==> src/rtl/tlb_cfg_pkg.sv <==
package tlb_cfg_pkg;
  localparam int unsigned DEF_VA_W      = 32;
  localparam int unsigned DEF_PAGE_BITS = 12;
  localparam int unsigned DEF_ENTRIES   = 16;
  localparam int unsigned DEF_ASID_W    = 8;
  localparam int unsigned DEF_PFN_W     = 20;
endpackage

==> src/rtl/tlb_asid_reg.sv <==
module tlb_asid_reg #(
  parameter int unsigned ASID_W = 8
) (
  input  logic              clk,
  input  logic              rst_n,
  input  logic              we,
  input  logic [ASID_W-1:0] wdata,
  output logic [ASID_W-1:0] cur
);
  logic [ASID_W-1:0] cur_q, cur_d;

  always_comb begin
    cur_d = cur_q;
    if (we) cur_d = wdata;
  end

  always_ff @(posedge clk or negedge rst_n) begin
    if (!rst_n) cur_q <= '0;
    else if (we) cur_q <= cur_d;
  end

  assign cur = cur_q;
endmodule

==> src/rtl/tlb_entry_array.sv <==
module tlb_entry_array #(
  parameter int unsigned ENTRIES = 16,
  parameter int unsigned VPN_W   = 20,
  parameter int unsigned ASID_W  = 8,
  parameter int unsigned PFN_W   = 20,
  localparam int unsigned IDX_W  = (ENTRIES > 1) ? $clog2(ENTRIES) : 1
) (
  input  logic                     clk,
  input  logic                     rst_n,
  input  logic                     flush,
  input  logic                     wr_en,
  input  logic [IDX_W-1:0]         wr_idx,
  input  logic [VPN_W-1:0]         wr_vpn,
  input  logic [ASID_W-1:0]        wr_asid,
  input  logic [PFN_W-1:0]         wr_pfn,
  input  logic                     wr_valid,
  input  logic [VPN_W-1:0]         look_vpn,
  input  logic [ASID_W-1:0]        look_asid,
  output logic [ENTRIES-1:0]       match_vec,
  output logic [ENTRIES*PFN_W-1:0] pfn_flat
);
  for (genvar g = 0; g < ENTRIES; g++) begin : g_slot
    logic              vld_q, vld_d, vld_en;
    logic [VPN_W-1:0]  vpn_q;
    logic [ASID_W-1:0] asid_q;
    logic [PFN_W-1:0]  pfn_q;
    logic              sel;

    assign sel = wr_en && (wr_idx == IDX_W'(g));

    // flush outranks a same-cycle slot write
    always_comb begin
      vld_en = flush | sel;
      vld_d  = vld_q;
      if (flush)    vld_d = 1'b0;
      else if (sel) vld_d = wr_valid;
    end

    always_ff @(posedge clk or negedge rst_n) begin
      if (!rst_n) vld_q <= 1'b0;
      else if (vld_en) vld_q <= vld_d;
    end

    // payload fields carry no reset; the valid flag guards them
    always_ff @(posedge clk) begin
      if (sel && !flush) begin
        vpn_q  <= wr_vpn;
        asid_q <= wr_asid;
        pfn_q  <= wr_pfn;
      end
    end

    assign match_vec[g] = vld_q && (vpn_q == look_vpn) && (asid_q == look_asid);
    assign pfn_flat[g*PFN_W +: PFN_W] = pfn_q;
  end
endmodule

==> src/rtl/tlb_prio_select.sv <==
module tlb_prio_select #(
  parameter int unsigned ENTRIES = 16,
  parameter int unsigned PFN_W   = 20
) (
  input  logic [ENTRIES-1:0]       match_vec,
  input  logic [ENTRIES*PFN_W-1:0] pfn_flat,
  output logic                     any_hit,
  output logic [PFN_W-1:0]         sel_pfn
);
  // descending scan: the last assignment, from the lowest match, wins
  always_comb begin
    sel_pfn = '0;
    for (int i = ENTRIES - 1; i >= 0; i--) begin
      if (match_vec[i]) sel_pfn = pfn_flat[i*PFN_W +: PFN_W];
    end
  end

  assign any_hit = |match_vec;
endmodule

==> src/rtl/asid_tlb.sv <==
module asid_tlb
  import tlb_cfg_pkg::*;
#(
  parameter int unsigned VA_W      = DEF_VA_W,
  parameter int unsigned PAGE_BITS = DEF_PAGE_BITS,
  parameter int unsigned ENTRIES   = DEF_ENTRIES,
  parameter int unsigned ASID_W    = DEF_ASID_W,
  parameter int unsigned PFN_W     = DEF_PFN_W,
  localparam int unsigned VPN_W    = VA_W - PAGE_BITS,
  localparam int unsigned PA_W     = PFN_W + PAGE_BITS,
  localparam int unsigned IDX_W    = (ENTRIES > 1) ? $clog2(ENTRIES) : 1
) (
  input  logic              clk,
  input  logic              rst_n,
  input  logic              lk_valid,
  input  logic [VA_W-1:0]   lk_vaddr,
  output logic              rsp_hit,
  output logic              rsp_miss,
  output logic [PA_W-1:0]   rsp_paddr,
  input  logic              wr_en,
  input  logic [IDX_W-1:0]  wr_idx,
  input  logic [VPN_W-1:0]  wr_vpn,
  input  logic [ASID_W-1:0] wr_asid,
  input  logic [PFN_W-1:0]  wr_pfn,
  input  logic              wr_valid,
  input  logic              asid_we,
  input  logic [ASID_W-1:0] asid_wdata,
  output logic [ASID_W-1:0] asid_cur,
  input  logic              flush_all
);
  logic [ENTRIES-1:0]       match_vec;
  logic [ENTRIES*PFN_W-1:0] pfn_flat;
  logic                     any_hit;
  logic [PFN_W-1:0]         sel_pfn;

  tlb_asid_reg #(.ASID_W(ASID_W)) u_asid (
    .clk(clk), .rst_n(rst_n), .we(asid_we), .wdata(asid_wdata), .cur(asid_cur)
  );

  tlb_entry_array #(
    .ENTRIES(ENTRIES), .VPN_W(VPN_W), .ASID_W(ASID_W), .PFN_W(PFN_W)
  ) u_array (
    .clk(clk), .rst_n(rst_n), .flush(flush_all),
    .wr_en(wr_en), .wr_idx(wr_idx), .wr_vpn(wr_vpn), .wr_asid(wr_asid),
    .wr_pfn(wr_pfn), .wr_valid(wr_valid),
    .look_vpn(lk_vaddr[VA_W-1:PAGE_BITS]), .look_asid(asid_cur),
    .match_vec(match_vec), .pfn_flat(pfn_flat)
  );

  tlb_prio_select #(.ENTRIES(ENTRIES), .PFN_W(PFN_W)) u_sel (
    .match_vec(match_vec), .pfn_flat(pfn_flat),
    .any_hit(any_hit), .sel_pfn(sel_pfn)
  );

  logic            hit_q, hit_d, miss_q, miss_d;
  logic [PA_W-1:0] pa_q, pa_d;

  always_comb begin
    hit_d  = lk_valid & any_hit;
    miss_d = lk_valid & ~any_hit;
    pa_d   = hit_d ? {sel_pfn, lk_vaddr[PAGE_BITS-1:0]} : '0;
  end

  always_ff @(posedge clk or negedge rst_n) begin
    if (!rst_n) begin
      hit_q  <= 1'b0;
      miss_q <= 1'b0;
      pa_q   <= '0;
    end else begin
      hit_q  <= hit_d;
      miss_q <= miss_d;
      pa_q   <= pa_d;
    end
  end

  assign rsp_hit   = hit_q;
  assign rsp_miss  = miss_q;
  assign rsp_paddr = pa_q;
endmodule

==> config.mk <==
export PLATFORM = sky130hd
export DESIGN_NAME = asid_tlb
export DESIGN_NICKNAME = d
export VERILOG_FILES = /design/src/rtl/tlb_cfg_pkg.sv /design/src/rtl/tlb_asid_reg.sv /design/src/rtl/tlb_entry_array.sv /design/src/rtl/tlb_prio_select.sv /design/src/rtl/asid_tlb.sv
export SDC_FILE = /design/constraint.sdc
export NUM_CORES = 1
export LEC_CHECK = 0
export ABC_AREA = 1
export BUFFER_PORTS_ARGS = -buffer_cell sky130_fd_sc_hd__buf_2
export CORE_ASPECT_RATIO = 0.8
export CORE_MARGIN = 2
export CORE_UTILIZATION = 45
export CTS_CLUSTER_DIAMETER = 120
export DETAILED_ROUTE_END_ITERATION = 10
export PLACE_DENSITY = 0.73
export SETUP_SLACK_MARGIN = 0.2
export SYNTH_ARGS = -nofsm -noshare
export SYNTH_HDL_FRONTEND = slang
export SYNTH_SLANG_ARGS = --single-unit
==> constraint.sdc <==
create_clock -name clk -period 3.1 [get_ports clk]
set_input_delay 0.465 -clock clk [delete_from_list [all_inputs] [get_ports clk]]
set_output_delay 0.465 -clock clk [all_outputs]
set_load 0.01 [all_outputs]
---- Yosys cells after proc, flatten, opt, wreduce, memory -nomap -nowiden ----
Cells that the tools add are included.
Widths: inputs -> output; s select.
word-level totals
  word-level logic and storage cells ...... 282
  input bits .............................. 99
  flip-flop bits (word level) ............. 826
operators by class
  reductions and logical operators ........ 99
  eq/ne operators ......................... 47
  bitwise gates (word level) .............. 19
  mux-type cells .......................... 49
operators by type and width
  kind                count
  $eq 20x20->1        16
  $mux 20             16
  $eq 8x8->1          16
  $logic_and 1x1->1   64
  $eq 4x4->1 const B  8
  $mux 1              32
  $mux 32             1
  $reduce_and 2->1    16
  $reduce_bool 2->1   16
  $eq 4x3->1 const B  4
  $or 1x1->1          16
  $reduce_or 16->1    1
  $eq 4x2->1 const B  2
  $eq 4x1->1 const B  1
  $logic_not 4->1     1
  $and 1x1->1         2
  $logic_not 1->1     1
  $not 1->1           1

---- Logic depth before layout (Yosys ltp) ----
Gate-level depths: netlist of the first run.
  depth after elaboration ................. 20
  depth in mapped cells ................... 26
  depth with buffers taken out ............ 23

---- Modules after synthesis ----
A second synthesis of the first run with hierarchy kept.
unflattened totals
  cells, all modules ...................... 3678
  area total of the unflattened synthesis .. 36691.4 µm²
modules (own cells, without submodules)
  module           area an instance (µm²)  sequential area each (µm²)  cells each  instances
  tlb_entry_array  32112.0                 23462.5                     2931        1
  tlb_prio_select  3059.2                  0.0                         608         1
  asid_tlb         1214.9                  850.8                       105         1
  tlb_asid_reg     305.3                   200.2                       34          1

---- Worst setup path after synthesis of the first run ----
Ideal clock, no wire load.
  path kind ............................... input to register
  from .................................... input port wr_idx[0]
  to ...................................... register u_array.g_slot[13].asid_q[0], enable pin
  cell stages on the path ................. 4
  slack ................................... -0.309 ns
  data arrival time ....................... 2.956 ns
  path buffers ............................ 0
  data required time ...................... 2.646 ns
  setup time .............................. 0.454 ns
  cells stage by stage .................... inv_1 -> nor3_1 -> nand2_1 -> nor2_1
on the way
  cells in the longest elaborated chain, start to end .. 3
ends and longest elaborated chain
  what                  line                   text
  from (decl)           asid_tlb.sv:21         input logic [IDX_W-1:0] wr_idx,
  $eq 4x4->1            tlb_entry_array.sv:29  assign sel = wr_en && (wr_idx == IDX_W'(g));
  $logic_and 1x1->1     tlb_entry_array.sv:29
  $logic_and 1x1->1     tlb_entry_array.sv:46  if (sel && !flush) begin
  to (signal assigned)  tlb_entry_array.sv:48  asid_q <= wr_asid;
  to (decl)             tlb_entry_array.sv:25  logic [ASID_W-1:0] asid_q;
Every way passes these cells.
A chain may end at the register's enable or synchronous reset.

---- Worst setup path after layout of the first run ----
  from .................................... register u_asid.cur_q[1], in the netlist u_asid.cur[1]
  to ...................................... register pa_q[17], in the netlist rsp_paddr[17]
on the way
  cells in the longest elaborated chain, start to end .. 19
ends and longest elaborated chain
  what                    line                   text
  from (decl)             tlb_asid_reg.sv:10     logic [ASID_W-1:0] cur_q, cur_d;
  from (signal assigned)  tlb_asid_reg.sv:19     else if (we) cur_q <= cur_d;
  $eq 8x8->1              tlb_entry_array.sv:53  assign match_vec[g] = vld_q && (vpn_q == look_vpn) && (asid_q == look_asid);
  $logic_and 1x1->1       tlb_entry_array.sv:53
  $mux 20 (16 in a row)   tlb_prio_select.sv:14  if (match_vec[i]) sel_pfn = pfn_flat[i*PFN_W +: PFN_W];
  $mux 32 (*)             asid_tlb.sv:61         pa_d = hit_d ? {sel_pfn, lk_vaddr[PAGE_BITS-1:0]} : '0;
  named net pa_d[17]      asid_tlb.sv:56         logic [PA_W-1:0] pa_q, pa_d;
  to (signal assigned)    asid_tlb.sv:72         pa_q <= pa_d;
  to (decl)               asid_tlb.sv:56
Mark *: on every way through the listed nets, which the timed path passes. The rest lies on a longest branch.

==> results of run 1 <==
layer usage:
metal	GRT usage	vias up	share of wire
met5	0	-	0
met4	0.09673	0	0.036
met3	0.07889	232	0.15
met2	0.3863	1811	0.43
met1	0.3590	12105	0.39
li1	-	11081	-
how the worst min path moves through the flow:
stage	from	end	slack [ns]
4_1_cts	lk_vaddr[4]	rsp_paddr[4]$_DFF_PN0_	0.02
3_5_place_dp	u_array.g_slot[13].vld_q$_DFFE_PN0P_	u_array.g_slot[13].vld_q$_DFFE_PN0P_	0.52
5_1_grt	lk_vaddr[4]	rsp_paddr[4]$_DFF_PN0_	0.03
2_1_floorplan	rst_n	rsp_hit$_DFF_PN0_	0.17
6_report	asid_wdata[3]	u_asid.cur[3]$_DFFE_PN0P_	0.04
3_3_place_gp	u_array.g_slot[10].vld_q$_DFFE_PN0P_	u_array.g_slot[10].vld_q$_DFFE_PN0P_	0.50
through the flow:
stage                     worst slack (ns)  utilization  power (mW)  hold WS (ns)
after floorplan                    -0.2899            -       13.19        0.1694
after global placement             0.02563       0.4953       13.90        0.4970
after detailed placement           0.01344       0.4953       13.93        0.5212
after CTS                           0.2142       0.5287       23.43       0.02209
after global routing                0.1516       0.5326       24.02       0.03221
final                               0.2526       0.5326       23.46       0.04454
logic make-up (layout without fill, tap and decap cells):
| family | after synthesis | in the layout | share of synthesized area |
|---|---|---|---|
| AOI/OAI and AO/OA | 475 | 475 | 0.07790 |
| xor gates and xnor gates | 106 | 106 | 0.02622 |
| buffers and inverters | 348 | 671 | 0.04812 |
| DFF | 826 | 826 | 0.6922 |
| and+or+nand+nor | 1280 | 1280 | 0.1556 |
flip-flops by register name, indices dropped and copies added (netlist names):
name and cells:
rsp_hit 1, rsp_miss 1, rsp_paddr 32, u_array.g_slot.asid_q 128, u_array.g_slot.pfn_q 320, u_array.g_slot.vld_q 16
u_array.g_slot.vpn_q 320, u_asid.cur 8
power by group through the flow:
stage | registers [mW] | logic, mW | clock network (mW)
6_report | 12.4 | 1.41 | 9.65
4_1_cts | 12.4 | 1.32 | 9.72
3_3_place_gp | 12.6 | 1.29 | 0
5_1_grt | 12.4 | 1.46 | 10.2
2_1_floorplan | 12.6 | 0.578 | 0
3_5_place_dp | 12.6 | 1.31 | 0
synthesized netlist by cell type (22+ instances only):
cell	n	area, um^2
a21oi_1	164	820.8
a221oi_1	24	210.2
buf_2	66	330.3
buf_4	28	210.2
buf_6	25	281.5
clkbuf_1	22	82.58
dfrtp_1	58	1451
edfxtp_1	768	23060
inv_1	177	664.4
inv_2	23	86.33
nand2_1	727	2729
nand3_1	63	315.3
nand3_2	28	280.3
nand4_1	24	150.1
nor2_1	289	1085
nor3_1	46	230.2
nor4_1	26	162.7
o21ai_0	147	735.7
o22ai_1	58	362.9
or2_2	33	206.5
xnor2_1	65	569.3
xor2_1	41	359.1
tightest hold or removal path, stage by stage:
cell,delay (ns)
buf_2,0.07
nand2_1,0.04
o21ai_0,0.06
cell type report:
cell class	instances	area share
tap	1023	0.03099
timing repair buffer	322	0.06668
inverter	201	0.01884
clock buffer	108	0.05353
clock inverter	40	0.008543
sequential	826	0.5936
multi-input combinational	1861	0.2278
repair_timing:
action                                  4_1_cts  5_1_grt
pin swaps                                     0        5
endpoints found under the setup margin       34       33
hold buffers                                  1        0
resized for setup                             6       35
buffers inserted                              0        5
hold endpoints to repair                     25        0
gates cloned                                  0        5
==> flow_summary.ini, run 1 <==
[worst_setup_path]
r2r_slack_ns = 0.25
path_cells = inv_8, buf_4, o22ai_1, or4_1, nor3_1, nand2_1, inv_2, nor2_1, nand2_1, nor2_1, nand2_4, buf_12, nand3_1, a21oi_2
cp-end-kind = flop
reg2reg_depth = 14
crit_buf_inv = 4
r2r-start = u_asid.cur[1]$_DFFE_PN0P_
cp_top_family = simple AND/OR/NAND/NOR gates
slowest_stage = or4_1
max_stage_delay_ns = 0.51
startpoint = u_asid.cur[1]$_DFFE_PN0P_
startpoint_type = flop
crit_required_ns = 3.64
path_max_fanout = 12
crit_cells = 14
rr_endpoint = rsp_paddr[17]$_DFF_PN0_
crit_arrival_ns = 3.39
critPathCapture = rsp_paddr[17]$_DFF_PN0_
path_class = reg -> reg

[grt]
antenna_found_initial = 4
grt_pass1_wl_um = 154600
grt_max_degree = 49
grt_pass1_vias = 23967
grt_overflow = 0
grt_usage = 0.2590

[timing]
rsz0062_at_grt = true
fin_setup_tns_ns = 0
post-route-period-util = 0.9185
finalHoldViolations = 0
fmax_mhz = 351.2
setup_viol = 0
slew_headroom = 0.4512
fin_skew_ns = 0.02395
tightestPinTransition_ns = 0.8231
finalMaxSlewViolations = 0
period_needed_ns = 2.847

[cells_and_area]
fillers = 6190
antennaDiodeCount = 0
layout-drive-gt1-share = 0.1763
fin_cells = 4381
layout_commonest_cell = edfxtp_1
layout_common_cells = 768 x edfxtp_1, 723 x nand2_1, 269 x nor2_1, 174 x inv_1, 163 x a21oi_1
seq_area_mm2 = 0.02452
syn2layout_area_growth_pct = 16.62
finalNetCount = 3394
layout.cell_area.non_filler_mm2 = 0.04130
multi_input_comb_area_mm2 = 0.009407

[logic_synthesis]
synth_cells = 3035
synth_cell_types = 47
avgSynthCellArea_um2 = 11.67
synthArstFlopShare = 0.07022
syn_area_mm2 = 0.03541
yosysWarnings = 0
synth-seq-cells = 826
synth_edf_count = 768
syn_nets = 3134
ys.flop_type = edfxtp_1
ys_seq_area_frac = 0.6922

[run]
drv_cap = 0

[place]
port_buffers = 140
dp.cells = 4222
place_area_mm2 = 0.03840
dp_hpwl_um = 67310
place_congestion = 0.9315

[route]
vias = 25229
vias_per_cell = 5.759
dr.pass1.iters = 6
wl_per_cell_um = 24.63
ant_nets = 0
wl_um = 107900
drcViolationCount = 0
drtIter0Drc = 3985

[run_status]
outcome = finished, final reports clean

[cts]
insertion_delay_ns = 0.63
cts_tree = yes
clkTransAtPathRegs_ns = 0.06
htreeDepth = 3
root_buffer = clkbuf_16
numCtsBuffers = 83
clkSinkCount = 826
clockBufferDepth = 3

[floorplanning]
io_pins = 141
core.rowCount = 91
die_w_um = 317.6
dieArea_mm2 = 0.08097
start_util = 0.4567
core-area_mm2 = 0.07754
die_y_um = 254.9

[pwr]
p_clk_frac = 0.412
seq_power_share = 0.528
p_per_area_mw_per_mm2 = 567.9
p_comb_frac = 0.060
swShare = 0.2220
switchingPower_mw = 5.208
p_int_mw = 18.25
power.leakage_nw = 15.42
peakVddDrop_mv = 0.3503

[worst_hold_path]
hold_path_class = in -> reg
hold_depth = 3
No activity file was read; power rests on OpenSTA's default activity.
==> inputs of run 2 (changes only) <==
==> constraint.sdc (replaced) <==
create_clock -name clk -period 3.4 [get_ports clk]
set_input_delay 0.51 -clock clk [delete_from_list [all_inputs] [get_ports clk]]
set_output_delay 0.51 -clock clk [all_outputs]
set_load 0.01 [all_outputs]
==> flow_summary.ini, run 2 (synthesis results as in run 1) <==
[place]
pre_cts_slack_ns = 0.07122
place_congestion = 0.9449
dp_hpwl_um = 67330
port_buffers = 140
place_area_mm2 = 0.03801

[worst_setup_path]
rr_endpoint = rsp_paddr[23]$_DFF_PN0_
path_cells = inv_4, a22o_1, nor4_1, nand3_1, nor2_1, nand3_1, nand2_1, buf_4, nand2_1, nand2_1, nand2_1, nand2_1, nand2_1, nand2_1, a21oi_2
startpoint = u_asid.cur[1]$_DFFE_PN0P_
critPathCapture = rsp_paddr[23]$_DFF_PN0_
cp_top_family = simple AND/OR/NAND/NOR gates
startpoint_type = flop
r2r-start = u_asid.cur[1]$_DFFE_PN0P_
cp-end-kind = flop
crit_cells = 15
path_class = reg -> reg
crit_required_ns = 3.92
r2r_slack_ns = 0.30
cp_common_cell = nand2_1
crit_buf_inv = 2
max_stage_delay_ns = 0.53
path_max_fanout = 14
slowest_stage = dfrtp_1
reg2reg_depth = 15
crit_arrival_ns = 3.61

[floorplanning]
start_util = 0.4567
die_w_um = 317.6
io_pins = 141
core.rowCount = 91
die_y_um = 254.9
core-area_mm2 = 0.07754
dieArea_mm2 = 0.08097

[pwr]
p_comb_frac = 0.057
power.leakage_nw = 15.22
seq_power_share = 0.516
total_power_mw = 21.90
switchingPower_mw = 4.911
p_per_area_mw_per_mm2 = 535.4
p_int_mw = 16.99
peakVddDrop_mv = 0.3201
swShare = 0.2243
p_clk_frac = 0.427

[cells_and_area]
syn2layout_area_growth_pct = 15.47
layout-drive-gt1-share = 0.1642
utilization = 0.5274
layout_common_cells = 768 x edfxtp_1, 726 x nand2_1, 271 x nor2_1, 176 x inv_1, 164 x a21oi_1
reg_top3 = u_array.g_slot.pfn_q: 320 flops, u_array.g_slot.vpn_q: 320 flops, u_array.g_slot.asid_q: 128 flops
finalNetCount = 3353
layout_commonest_cell = edfxtp_1
layout.cell_area.non_filler_mm2 = 0.04089

[timing]
fin_skew_ns = 0.02627
worst_slack_ns = 0.3019
slew_headroom = 0.4605
fmax_mhz = 322.8
tightestPinTransition_ns = 0.8093
post-route-period-util = 0.9112
rsz0062_at_grt = false
period_needed_ns = 3.098
finalHoldViolations = 0
setup_viol = 0
finalMaxSlewViolations = 0

[route]
wl_per_cell_um = 24.90
drcViolationCount = 0
vias_per_cell = 5.856
vias = 25480
drtIter0Drc = 4150
ant_nets = 0
wl_um = 108400
dr.pass1.iters = 6

[cts]
clkSinkCount = 826
clkTransAtPathRegs_ns = 0.06
cts_tree = yes
numCtsBuffers = 85
clockBufferDepth = 3
htreeDepth = 3
root_buffer = clkbuf_16
insertion_delay_ns = 0.65

[run_status]
outcome = finished, final reports clean

[grt]
grt_pass1_vias = 23835
grt_overflow = 0
antenna_found_initial = 4
grt_pass1_wl_um = 155600
grt_max_degree = 49
grt_usage = 0.2615

[worst_hold_path]
hold_path_class = in -> reg
hold_depth = 3

[run]
drv_cap = 0
==> run 2: cell types whose count changed in the layout (fill, tap and decap cells not counted), sizes merged <==
cell,previous run,this run
clkbuf,113,116
inv,202,203
clkinvlp,3,1
bufinv,6,7
buf,316,278
diode,0,2
clkinv,30,33
==> run 2: worst reg2reg max path: stages, from the launching register on <==
cell and delay [ns]:
dfrtp_1 0.53, inv_4 0.19, a22o_1 0.22, nor4_1 0.39, nand3_1 0.15, nor2_1 0.15
nand3_1 0.32, nand2_1 0.32, buf_4 0.25, nand2_1 0.07, nand2_1 0.07, nand2_1 0.06
nand2_1 0.07, nand2_1 0.07, nand2_1 0.07, a21oi_2 0.05
==> run 2: power by group through the flow <==
stage	Sequential [mW]	Combinational, mW	Clock, mW
floorplan	11.5	0.527	0
global placement	11.5	1.16	0
detailed placement	11.5	1.18	0
CTS	11.3	1.18	9.39
global route	11.3	1.28	9.76
finish	11.3	1.24	9.35
==> run 2: metrics by stage <==
stage               hold WS (ns)  std cells  TNS [ns]
detailed placement        0.5216       4186         0
finish                   0.05852       4351         0
global route             0.06764       4349         0
CTS                      0.04186       4346         0
global placement          0.4954       4186         0
floorplan                 0.2144       3035    -13.26
==> run 2: final cells by class <==
type,instances,area [um^2]
flip-flops and latches,826,24520
inverters,201,768.2
diodes,2,5.005
clock buffers,116,2355
well taps,1023,1280
fillers,6345,36640
repair buffers,279,2163
clock inverters,43,444.2
multi-input cells,1861,9363
==> run 2: worst min-delay path by stage <==
stage / end / from / slack (ns)
2_1_floorplan: rsp_hit$_DFF_PN0_ / rst_n / 0.21
3_3_place_gp: u_array.g_slot[10].vld_q$_DFFE_PN0P_ / u_array.g_slot[10].vld_q$_DFFE_PN0P_ / 0.50
3_5_place_dp: u_array.g_slot[10].vld_q$_DFFE_PN0P_ / u_array.g_slot[10].vld_q$_DFFE_PN0P_ / 0.52
4_1_cts: rsp_paddr[9]$_DFF_PN0_ / lk_vaddr[9] / 0.04
5_1_grt: rsp_paddr[5]$_DFF_PN0_ / lk_vaddr[5] / 0.07
6_report: u_asid.cur[0]$_DFFE_PN0P_ / asid_wdata[0] / 0.06
==> run 2: per-layer routing <==
layer / GRT usage / wire length, um / up-vias
met5: 0 / 39 / -
met4: 0.1031 / 4119 / 2
met3: 0.06797 / 15340 / 258
met2: 0.3957 / 47370 / 1965
met1: 0.3633 / 41490 / 12237
li1: - / - / 11018
==> run 2: timing repair <==
| action | CTS | global route |
|---|---|---|
| resized for setup | 2 | 15 |
| setup endpoints to repair | 5 | 33 |
| setup buffers | 0 | 3 |
| hold endpoints to repair | 23 | 0 |
| pin swaps | 0 | 2 |
| hold buffers | 1 | 0 |
